===== config.mk =====
export PLATFORM = sky130hd
export DESIGN_NAME = adc_spi_ctrl
export DESIGN_NICKNAME = d
export VERILOG_FILES = /design/src/rtl/adc_spi_pkg.sv /design/src/rtl/adc_sclk_gen.sv /design/src/rtl/adc_rx_shift.sv /design/src/rtl/adc_spi_ctrl.sv
export SDC_FILE = /design/constraint.sdc
export NUM_CORES = 1
export LEC_CHECK = 0
export BUFFER_PORTS_ARGS = -buffer_cell sky130_fd_sc_hd__buf_2
export CAP_MARGIN = 30
export CORE_MARGIN = 3
export CORE_UTILIZATION = 35
export DETAILED_ROUTE_END_ITERATION = 8
export HOLD_SLACK_MARGIN = 0.06
export PLACE_DENSITY = 0.51
export SETUP_SLACK_MARGIN = 0.2
export SYNTH_ARGS = -nofsm -noshare
export SYNTH_HDL_FRONTEND = slang
export SYNTH_SLANG_ARGS = --single-unit

===== constraint.sdc =====
create_clock -name clk -period 2.15 [get_ports clk]
set_input_delay 0.215 -clock clk [delete_from_list [all_inputs] [get_ports clk]]
set_output_delay 0.215 -clock clk [all_outputs]
set_load 0.05 [all_outputs]

===== src/rtl/adc_spi_pkg.sv =====
package adc_spi_pkg;
  localparam int CH_W = 3;

  typedef enum logic [3:0] {
    PH_IDLE,
    PH_START,
    PH_MODE,
    PH_CH2,
    PH_CH1,
    PH_CH0,
    PH_SAMPLE,
    PH_NULL,
    PH_DATA,
    PH_TAIL
  } phase_t;
endpackage


===== src/rtl/adc_sclk_gen.sv =====
module adc_sclk_gen #(
  parameter int HALF_DIV = 2
) (
  input  logic clk,
  input  logic rst_n,
  input  logic run,
  output logic sclk,
  output logic rise_now,
  output logic fall_now
);
  localparam int CW = (HALF_DIV > 1) ? $clog2(HALF_DIV) : 1;

  logic [CW-1:0] cnt;
  logic          sclk_q;
  logic          term;

  assign term     = (cnt == CW'(HALF_DIV - 1));
  assign rise_now = run && term && !sclk_q;
  assign fall_now = run && term && sclk_q;
  assign sclk     = sclk_q;

  always_ff @(posedge clk) begin
    if (!rst_n || !run) begin
      cnt    <= '0;
      sclk_q <= 1'b0;
    end else if (term) begin
      cnt    <= '0;
      sclk_q <= ~sclk_q;
    end else begin
      cnt    <= cnt + 1'b1;
    end
  end


  cnt_range_chk: assert property (@(posedge clk) disable iff (!rst_n)
    cnt <= CW'(HALF_DIV - 1));
endmodule


===== src/rtl/adc_rx_shift.sv =====
module adc_rx_shift #(
  parameter int RES_W = 10
) (
  input  logic             clk,
  input  logic             rst_n,
  input  logic             capture,
  input  logic             miso,
  output logic [RES_W-1:0] word
);
  always_ff @(posedge clk) begin
    if (!rst_n)       word <= '0;
    else if (capture) word <= {word[RES_W-2:0], miso};
  end
endmodule


===== src/rtl/adc_spi_ctrl.sv =====
module adc_spi_ctrl
  import adc_spi_pkg::*;
#(
  parameter int HALF_DIV = 2,
  parameter int RES_W    = 10
) (
  input  logic             clk,
  input  logic             rst_n,
  input  logic             req_valid,
  output logic             req_ready,
  input  logic [CH_W-1:0]  req_chan,
  input  logic             req_single,
  output logic             spi_csn,
  output logic             spi_sclk,
  output logic             spi_mosi,
  input  logic             spi_miso,
  output logic             busy,
  output logic             smp_valid,
  output logic [RES_W-1:0] smp_data
);
  localparam int BC_W = (RES_W > 1) ? $clog2(RES_W) : 1;

  phase_t            state, nxt;
  logic              mode_q;
  logic [CH_W-1:0]   chan_q;
  logic [BC_W-1:0]   bit_q;
  logic              csn_q, mosi_q, valid_q, cmd_bit;
  logic [RES_W-1:0]  data_q, word;
  logic              run, accept, rise_now, fall_now, bit_last;

  assign run       = (state != PH_IDLE);
  assign accept    = req_valid && !run;
  assign bit_last  = (bit_q == BC_W'(RES_W - 1));
  assign req_ready = !run;
  assign busy      = run;
  assign spi_csn   = csn_q;
  assign spi_mosi  = mosi_q;
  assign smp_valid = valid_q;
  assign smp_data  = data_q;

  adc_sclk_gen #(.HALF_DIV(HALF_DIV)) u_div (
    .clk(clk), .rst_n(rst_n), .run(run),
    .sclk(spi_sclk), .rise_now(rise_now), .fall_now(fall_now)
  );

  adc_rx_shift #(.RES_W(RES_W)) u_rx (
    .clk(clk), .rst_n(rst_n),
    .capture(rise_now && state == PH_DATA),
    .miso(spi_miso), .word(word)
  );

  always_comb begin
    case (state)
      PH_START:  nxt = PH_MODE;
      PH_MODE:   nxt = PH_CH2;
      PH_CH2:    nxt = PH_CH1;
      PH_CH1:    nxt = PH_CH0;
      PH_CH0:    nxt = PH_SAMPLE;
      PH_SAMPLE: nxt = PH_NULL;
      PH_NULL:   nxt = PH_DATA;
      PH_DATA:   nxt = bit_last ? PH_TAIL : PH_DATA;
      default:   nxt = PH_IDLE;
    endcase
  end

  always_comb begin
    case (nxt)
      PH_START: cmd_bit = 1'b1;
      PH_MODE:  cmd_bit = mode_q;
      PH_CH2:   cmd_bit = chan_q[2];
      PH_CH1:   cmd_bit = chan_q[1];
      PH_CH0:   cmd_bit = chan_q[0];
      default:  cmd_bit = 1'b0;
    endcase
  end

  always_ff @(posedge clk) begin
    if (!rst_n) begin
      state   <= PH_IDLE;
      csn_q   <= 1'b1;
      mosi_q  <= 1'b0;
      valid_q <= 1'b0;
      data_q  <= '0;
      bit_q   <= '0;
      mode_q  <= 1'b0;
      chan_q  <= '0;
    end else begin
      valid_q <= 1'b0;
      if (state == PH_IDLE) begin
        if (accept) begin
          state  <= PH_START;
          csn_q  <= 1'b0;
          mosi_q <= 1'b1;
          mode_q <= req_single;
          chan_q <= req_chan;
          bit_q  <= '0;
        end
      end else if (fall_now) begin
        state  <= nxt;
        mosi_q <= cmd_bit;
        if (state == PH_DATA) bit_q <= bit_q + 1'b1;
        if (state == PH_TAIL) begin
          csn_q   <= 1'b1;
          valid_q <= 1'b1;
          data_q  <= word;
        end
      end
    end
  end


  idle_sclk_low_chk: assert property (@(posedge clk) disable iff (!rst_n)
    spi_csn |-> !spi_sclk);

  mosi_hold_chk: assert property (@(posedge clk) disable iff (!rst_n)
    (!spi_csn && $past(!spi_csn) && !$fell(spi_sclk)) |-> $stable(spi_mosi));

  csn_end_chk: assert property (@(posedge clk) disable iff (!rst_n)
    $rose(spi_csn) |-> smp_valid);

  valid_pulse_chk: assert property (@(posedge clk) disable iff (!rst_n)
    smp_valid |=> !smp_valid);

  busy_end_chk: assert property (@(posedge clk) disable iff (!rst_n)
    $fell(busy) |-> smp_valid);
endmodule


* Word level (Yosys, flattened, before mapping)
Index checks and enable logic that the tools add are counted.
Cells by class: multipliers 0, eq/ne operators 16, reductions and logical operators 21, div/mod/pow operators 0, shift-type cells 0, muxes and demuxes 18, bitwise gates (word level) 4, add/sub/neg operators 2, order comparisons 0
Operators by type and width (number):
- $pmux 4 s8 | 1
- $mux 4 | 7
- $eq 4x3->1 const B | 6
- $eq 4x2->1 const B | 4
- $eq 4x4->1 const B | 3
- $mux 1 | 9
- $reduce_and 3->1 | 3
- $eq 4x1->1 const B | 2
- $reduce_bool 2->1 | 3
- $logic_and 1x1->1 | 5
- $pmux 1 s5 | 1
- $add 4x1->4 const B | 1
- $logic_not 4->1 | 1
- $not 1->1 | 4
- $reduce_and 2->1 | 2
- $reduce_bool 4->1 | 1
- $logic_not 1->1 | 3
- $reduce_or 3->1 | 1
- $ne 2x2->1 const B | 1
- $reduce_or 2->1 | 1
- $add 1x1->1 const B | 1
- $logic_or 1x1->1 | 1
Storage, ports and cells: memories 0, latch bits 0, bits in read-only memories 0, RAM bits 0, register bits 37, output and inout port bits 16, logic and storage cells 72

* Depth between registers and ports, before layout
Gate-level depths: netlist of run 1.
depth after elaboration 7, gate-level depth with buffers 6

* By module
Synthesis of run 1 repeated with hierarchy kept, for this count alone.
Unflattened totals: cell total of the unflattened synthesis 163, area total of the unflattened synthesis 1565.3 µm²
Modules (own cells, without submodules):
- adc_spi_ctrl | cells each 123, times used 1, area an instance 1116.1 µm²
- adc_rx_shift | cells each 31, times used 1, area an instance 374.1 µm²
- adc_sclk_gen | cells each 9, times used 1, area an instance 75.1 µm²

* Worst setup path before layout of run 1
OpenSTA, ideal clock, no wires.
path type flip-flop to flip-flop, start register state[0], end register bit_q[1], library setup time 0.117 ns, data arrival time 1.983 ns, slack 0.050 ns, clock period less this slack 2.100 ns, data required time 2.033 ns, path buffers 2, cell stages (with the launch flop) 7, cell sequence dfxtp_1 -> clkbuf_1 -> nor4_4 -> and2_0 -> clkbuf_1 -> nor2_1 -> a32o_1
On the way: cells in the longest elaborated chain, start to end 5
RTL lines:
- start: declaration | RTL line adc_spi_ctrl.sv:23 | phase_t state, nxt;
- start signal: assignment | RTL line adc_spi_ctrl.sv:99 | state <= nxt;
- $reduce_bool 4->1 | RTL line adc_spi_ctrl.sv:31 | assign run = (state != PH_IDLE);
- $logic_not 1->1
- via req_ready | RTL line adc_spi_ctrl.sv:10 | output logic req_ready,
- $logic_and 1x1->1 | RTL line adc_spi_ctrl.sv:32 | assign accept = req_valid && !run;
- $ne 2x2->1 (no line)
- $reduce_and 3->1 (no line)
- end signal: assignment | RTL line adc_spi_ctrl.sv:101 | if (state == PH_DATA) bit_q <= bit_q + 1'b1;
- end: declaration | RTL line adc_spi_ctrl.sv:26 | logic [BC_W-1:0] bit_q;
The timed path passes the listed nets, and every way through them passes these cells. A chain may end at the register's enable or synchronous reset.

* Worst setup path in the final report of run 1
start register state[0], end register u_rx.word[2]
On the way: cells in the longest elaborated chain, start to end 4
RTL lines:
- $reduce_bool 4->1 | RTL line adc_spi_ctrl.sv:31
- $logic_and 1x1->1 (2 in a row) | RTL line adc_sclk_gen.sv:18 | assign rise_now = run && term && !sclk_q;
- $logic_and 1x1->1 (*) | RTL line adc_spi_ctrl.sv:48 | .capture(rise_now && state == PH_DATA),
- end signal: assignment | RTL line adc_rx_shift.sv:12 | else if (capture) word <= {word[RES_W-2:0], miso};
- end: declaration | RTL line adc_rx_shift.sv:8 | output logic [RES_W-1:0] word
Mark *: on every way between the ends. The rest lies on a longest branch, timed or not.

==> results of run 1 <==
-- metal layers --
| layer | track usage (%) | part of all wire, % | vias to the layer above |
|---|---|---|---|
| met5 | 0 | 0 | - |
| met4 | 3.97 | 1.2 | 0 |
| met3 | 4.71 | 4.9 | 6 |
| met2 | 18.3 | 42 | 21 |
| met1 | 17.2 | 52 | 518 |
| li1 | - | - | 616 |
-- flip-flops by register name, summed over array words and instances, names as in the netlist --
signal and cells:
mode_q 1, state 4, u_div.sclk 1, spi_csn 1
spi_mosi 1, u_div.cnt 1, chan_q 3, bit_q 4
smp_data 10, smp_valid 1, u_rx.word 10
-- kinds of logic after synthesis --
group | synth area share [%]
xor gates and xnor gates | 1.72
adders and majority gates | 1.64
AOI/OAI and AO/OA | 6.07
muxes | 13.8
and+or+nand+nor | 23.5
DFF | 48.6
buffers and inverters | 4.76
-- cell type report --
type                    instances  area [µm²]
fillers                       406        2320
clock buffers                   6        82.6
flip-flops and latches         37         741
clock inverters                 2        13.8
repair buffers                 30         168
inverters                       3        11.3
multi-input cells             115         714
well taps                      50        62.6
-- worst paths after layout --
check	from	endpoint	slack [ns]	depth (start not counted)
worst max-delay path	state[0]	u_rx.word[2]	0.42	4
worst min-delay path	req_single	mode_q	0.16	3
worst max register to register	state[0]	u_rx.word[2]	0.42	4
worst min register to register	chan_q[1]	chan_q[1]	0.47	2
-- power groups by stage --
| stage | sequential, mW | clock, mW | combinational (mW) |
|---|---|---|---|
| floorplan | 0.755 | 0 | 0.123 |
| global placement | 0.733 | 0 | 0.194 |
| detailed placement | 0.733 | 0 | 0.196 |
| CTS | 0.717 | 0.524 | 0.197 |
| global route | 0.720 | 0.559 | 0.215 |
| finish | 0.718 | 0.507 | 0.197 |
-- worst max-delay path, delay by kind of cell, from the launching register on --
family | cells | cell delay [ns]
AND/OR/NAND/NOR | 3 | 1.12
flip-flops | 1 | 0.31
multiplexers | 1 | 0.20
-- repair_timing --
| action | 4_1_cts | 5_1_grt |
|---|---|---|
| setup endpoints to repair | 0 | 7 |
| gates resized for setup | 0 | 1 |
| hold buffers | 0 | 0 |
-- Yosys cell counts --
library cell	instances	area (µm²)
nand3b_1	1	7.51
inv_1	3	11.3
dlygate4sd1_1	1	8.76
o31ai_1	1	7.51
nor3_1	4	20.0
or3b_1	1	8.76
clkbuf_1	5	18.8
nor3b_1	1	7.51
nor4_4	1	21.3
a32o_1	1	10.0
o21ai_0	1	5.00
dfxtp_1	37	741
or4b_4	1	13.8
nand2_1	18	67.6
mux2i_1	21	210
and2_0	1	6.26
ha_1	2	25.0
a2111oi_0	1	8.76
a31oi_1	1	6.26
dlymetal6s2s_1	1	12.5
a31o_2	1	8.76
and3_1	1	6.26
xnor2_1	3	26.3
nand4b_1	2	17.5
nor4b_1	1	8.76
buf_2	2	10.0
or4_1	1	7.51
a21oi_1	8	40.0
nand2b_1	1	6.26
o22ai_1	1	6.26
nand3_1	5	25.0
nor4_1	1	6.26
nor2_1	34	128
buf_6	1	11.3
==> reports/metrics.yaml, run 1 <==
status: "completed"
hold_class: "in -> reg"
synth_cell_type_count: 34
antenna_found_initial: 0
core_area_um2: 4120
routed_wl_mm: 2.96
fin_worst_skew_ns: 0.00515
fin_crit_ns: 1.73
synth_nets: 175
combPwrFrac_pct: 13.8
hold_viol_final: 0
fmax_ghz: 0.579
cts_buffer_depth: 2
path_clk_slew_ns: 0.07
fin_nets: 202
p_sw_mw: 0.395
synthToLayoutAreaGrowth_pct: 17.6
startpoint_type: "flop"
gp_congestion: 0.836
final_common_cell: "dfxtp_1"
p_per_area_nw_per_um2: 793
drt_first_pass_iters: 4
cts_root_buf: "clkbuf_8"
worstPathArrival_ns: 1.91
rsz0062_at_grt: "no"
clock_latency_ns: 0.29
syn_inst: 165
cts_sinks: 37
cts_htree_levels: 2
maxCapViolations: 0
finalNonFillerCells: 243
drtIter0Drc: 65
routed-via-count: 1161
portBuffers: 23
crit_chain: "or4b_4 > or3b_4 > mux2i_1 > nor2_1"
cts_tree: "done"
setup_viol: 0
fin_setup_tns_ns: 0
p_total_mw: 1.42
seq_area_frac_synth_pct: 48.6
required_ns: 2.33
finalWorstSetupSlack_ns: 0.424
vdd_drop_max_mv: 0.388
critPathSlowestCell: "or4b_4"
synth_area_um2: 1530
die_x_um: 72.0
grt_pass1_vias: 1110
cts_made_buffers: 5
synth_seq_cells: 37
post-route-util_pct: 43.6
ys_warn_count: 0
p_int_mw: 1.03
place_area_um2: 1690
die-area_um2: 5190
most-common-layout-cells: "37 x dfxtp_1, 34 x nor2_1, 23 x buf_2, 21 x mux2i_1, 18 x nand2_1"
place_ws_ns: 0.257
crit_fanout: 10
grt-ovfl-total: 0
cts_setup_buffers: 0
grt.total_usage_pct: 12.5
crit_type: "reg -> reg"
netSwitchingFraction_pct: 27.8
die_h_um: 72.0
seq_power_share_pct: 50.5
grt_max_degree: 22
viasPerCell: 4.78
max_slew_margin_pct: 71.8
crit_path_end_kind: "flop"
hpwl_mm: 2.11
post_drt_wl_per_cell_um: 12.2
ant_nets: 0
placedCellCount: 235
drv_slew: 0
io_pins: 24
p_clk_share_pct: 35.7
cp_slowest_stage_delay_ns: 0.57
finalCritPeriodShare_pct: 80.3
start_util_pct: 37.1
drc: 0
p_leak_nw: 0.864
num_rows: 23
diodes: 0
grt_pass1_wl_mm: 5.19
layout-drive-gt1-share_pct: 22.3
tightest_slew_ns: 0.423
syn-mean-instance-area_um2: 9.24
holdWs_ns: 0.159
fin_area_um2: 1790
Note: power is estimated with default switching activity, not from simulation.
==> run 2, diff against run 1 <==
--- a/config.mk
+++ b/config.mk
@@ -11,7 +11,7 @@
 export CORE_UTILIZATION = 35
 export DETAILED_ROUTE_END_ITERATION = 8
 export HOLD_SLACK_MARGIN = 0.06
-export PLACE_DENSITY = 0.51
+export PLACE_DENSITY = 0.53
 export SETUP_SLACK_MARGIN = 0.2
 export SYNTH_ARGS = -nofsm -noshare
 export SYNTH_HDL_FRONTEND = slang
==> constraint.sdc (replaced) <==
create_clock -name clk -period 1.5 [get_ports clk]
set_input_delay 0.15 -clock clk [delete_from_list [all_inputs] [get_ports clk]]
set_output_delay 0.15 -clock clk [all_outputs]
set_load 0.05 [all_outputs]
==> run 2 against run 1 <==
The flow now finishes with violations (setup timing). Clock-buffer cell count unchanged. Final area up 14%. Register-to-register slack worse by 0.67 ns. Global-route usage up 1.5 points. Non-clock buffer count up 13. Die area unchanged. Worst setup slack worse by 0.67 ns. Combinational power up 110%. Largest cell class is now multi-input combinational cells. Highest routed layer unchanged.
==> reports/metrics.yaml, run 2 (same netlist as run 1, synthesis figures left out) <==
status: "finished with violations"
violations: "setup timing"
crit_type: "reg -> reg"
setup_viol: 14
diodes: 0
start_util_pct: 37.1
reg2regPathDepth: 5
cp-endpoint: "u_rx.word[3]"
crit_path_end_kind: "flop"
cts_hold_buf: 0
grt_pass1_vias: 1236
drc: 0
rsz0062_at_grt: "yes"
fin_crit_ns: 1.75
p_total_mw: 2.34
dr_wl_met3_um: 153
place_area_um2: 1750
r2r_slack_ns: -0.25
crit_family: "simple AND/OR/NAND/NOR gates"
cts_buffer_depth: 2
p_leak_nw: 0.980
drt_first_pass_iters: 4
tightest_slew_ns: 0.363
critPathSlowestCell: "or4b_4"
post_drt_wl_per_cell_um: 13.3
finalNonFillerCells: 256
viasPerCell: 4.94
core_area_um2: 4120
num_rows: 23
worstPathArrival_ns: 1.91
cts_htree_levels: 2
io_pins: 24
met1Wirelength_mm: 1.62
die_x_um: 72.0
regToRegEndpoint: "u_rx.word[3]"
drv_slew: 0
cts_tree: "done"
startpoint_type: "flop"
maxCapViolations: 0
holdWs_ns: 0.105
crit_fanout: 5
grt_pass1_wl_mm: 5.78
most-common-layout-cells: "31 x dfxtp_1, 30 x nor2_1, 21 x mux2i_1, 21 x buf_2, 14 x nand2_1"
worstSetupPathDepth: 5
die-area_um2: 5190
die_h_um: 72.0
antenna_found_initial: 0
gp_congestion: 0.709
finalWorstSetupSlack_ns: -0.247
ant_nets: 0
crit_chain: "or4b_4 > or3b_4 > buf_4 > mux2i_1 > nor2_1"
fin_nets: 215
layout-drive-gt1-share_pct: 37.4
cts_sinks: 37
highest_layer: "met4"
routed-via-count: 1264
required_ns: 1.67
clock_latency_ns: 0.29
fmax_ghz: 0.572
fin_worst_skew_ns: 0.00750
cts_root_buf: "clkbuf_8"
r2r_start: "state[0]"
path_buf_inv: 1
grt.total_usage_pct: 14.1
portBuffers: 23
final_common_cell: "dfxtp_1"
post-route-util_pct: 49.7
drtIter0Drc: 39
routed_wl_mm: 3.42
hold_start: "req_chan[1]"
hold_class: "in -> reg"
path_clk_slew_ns: 0.07
vdd_drop_max_mv: 0.576
finalCritPeriodShare_pct: 116
cp_slowest_stage_delay_ns: 0.53
cts_made_buffers: 5
placedCellCount: 240
max_slew_margin_pct: 75.4
grt-ovfl-total: 0
fin_area_um2: 2050
p_per_area_nw_per_um2: 1140
hpwl_mm: 2.25
startpoint: "state[0]"
synthToLayoutAreaGrowth_pct: 34.2
hold_viol_final: 0
grt_max_degree: 30
met2WireLength_mm: 1.60
[run 2: cell count changes in the layout (fill, tap and decap cells not counted), sizes merged]
cell,before,now
clkinv,2,0
clkinvlp,0,1
bufinv,0,1
buf,30,43
[run 2: worst min-delay path, stage by stage]
cell	delay [ns]
buf_2	0.10
nand2_1	0.05
a21oi_1	0.05
[run 2: layout make-up]
cell class | instances | area (µm²)
inverters | 3 | 11.3
fillers | 404 | 2070
multi-input cells | 115 | 791
clock inverters | 2 | 37.5
flip-flops and latches | 37 | 751
well taps | 50 | 62.6
clock buffers | 6 | 82.6
repair buffers | 43 | 312
[run 2: how the worst min path moves through the flow]
stage | to | slack, ns | depth (start not counted)
after floorplan | spi_csn | 0.22 | 1
after detailed placement | u_rx.word[0] | 0.41 | 3
after CTS | mode_q | 0.10 | 3
after global placement | spi_csn | 0.40 | 2
final | chan_q[1] | 0.10 | 3
after global routing | chan_q[0] | 0.11 | 3
[run 2: report_power, final]
part | internal [mW] | switching [mW] | total (mW)
sequential | 1.01 | 0.0202 | 1.03
clock | 0.541 | 0.360 | 0.901
combinational | 0.173 | 0.236 | 0.410
[run 2: what timing repair did]
action / in CTS / in global routing
resized for setup: 30 / 7
setup endpoints to repair: 29 / 36
pin swaps: 8 / 3
setup buffers: 6 / 1
cloned: 0 / 1
[run 2: metrics by stage]
step | setup slack [ns] | TNS, ns
after floorplan | -0.425 | -5.67
after global placement | -0.217 | -2.03
after detailed placement | -0.231 | -2.45
after CTS | -0.225 | -2.38
after global routing | -0.286 | -3.29
final | -0.247 | -2.52
[run 2: per-layer routing]
layer | track usage (%) | vias up
met4 | 5.64 | 0
met1 | 17.9 | 596
met5 | 0 | -
li1 | - | 640
met2 | 21.5 | 22
met3 | 5.26 | 6
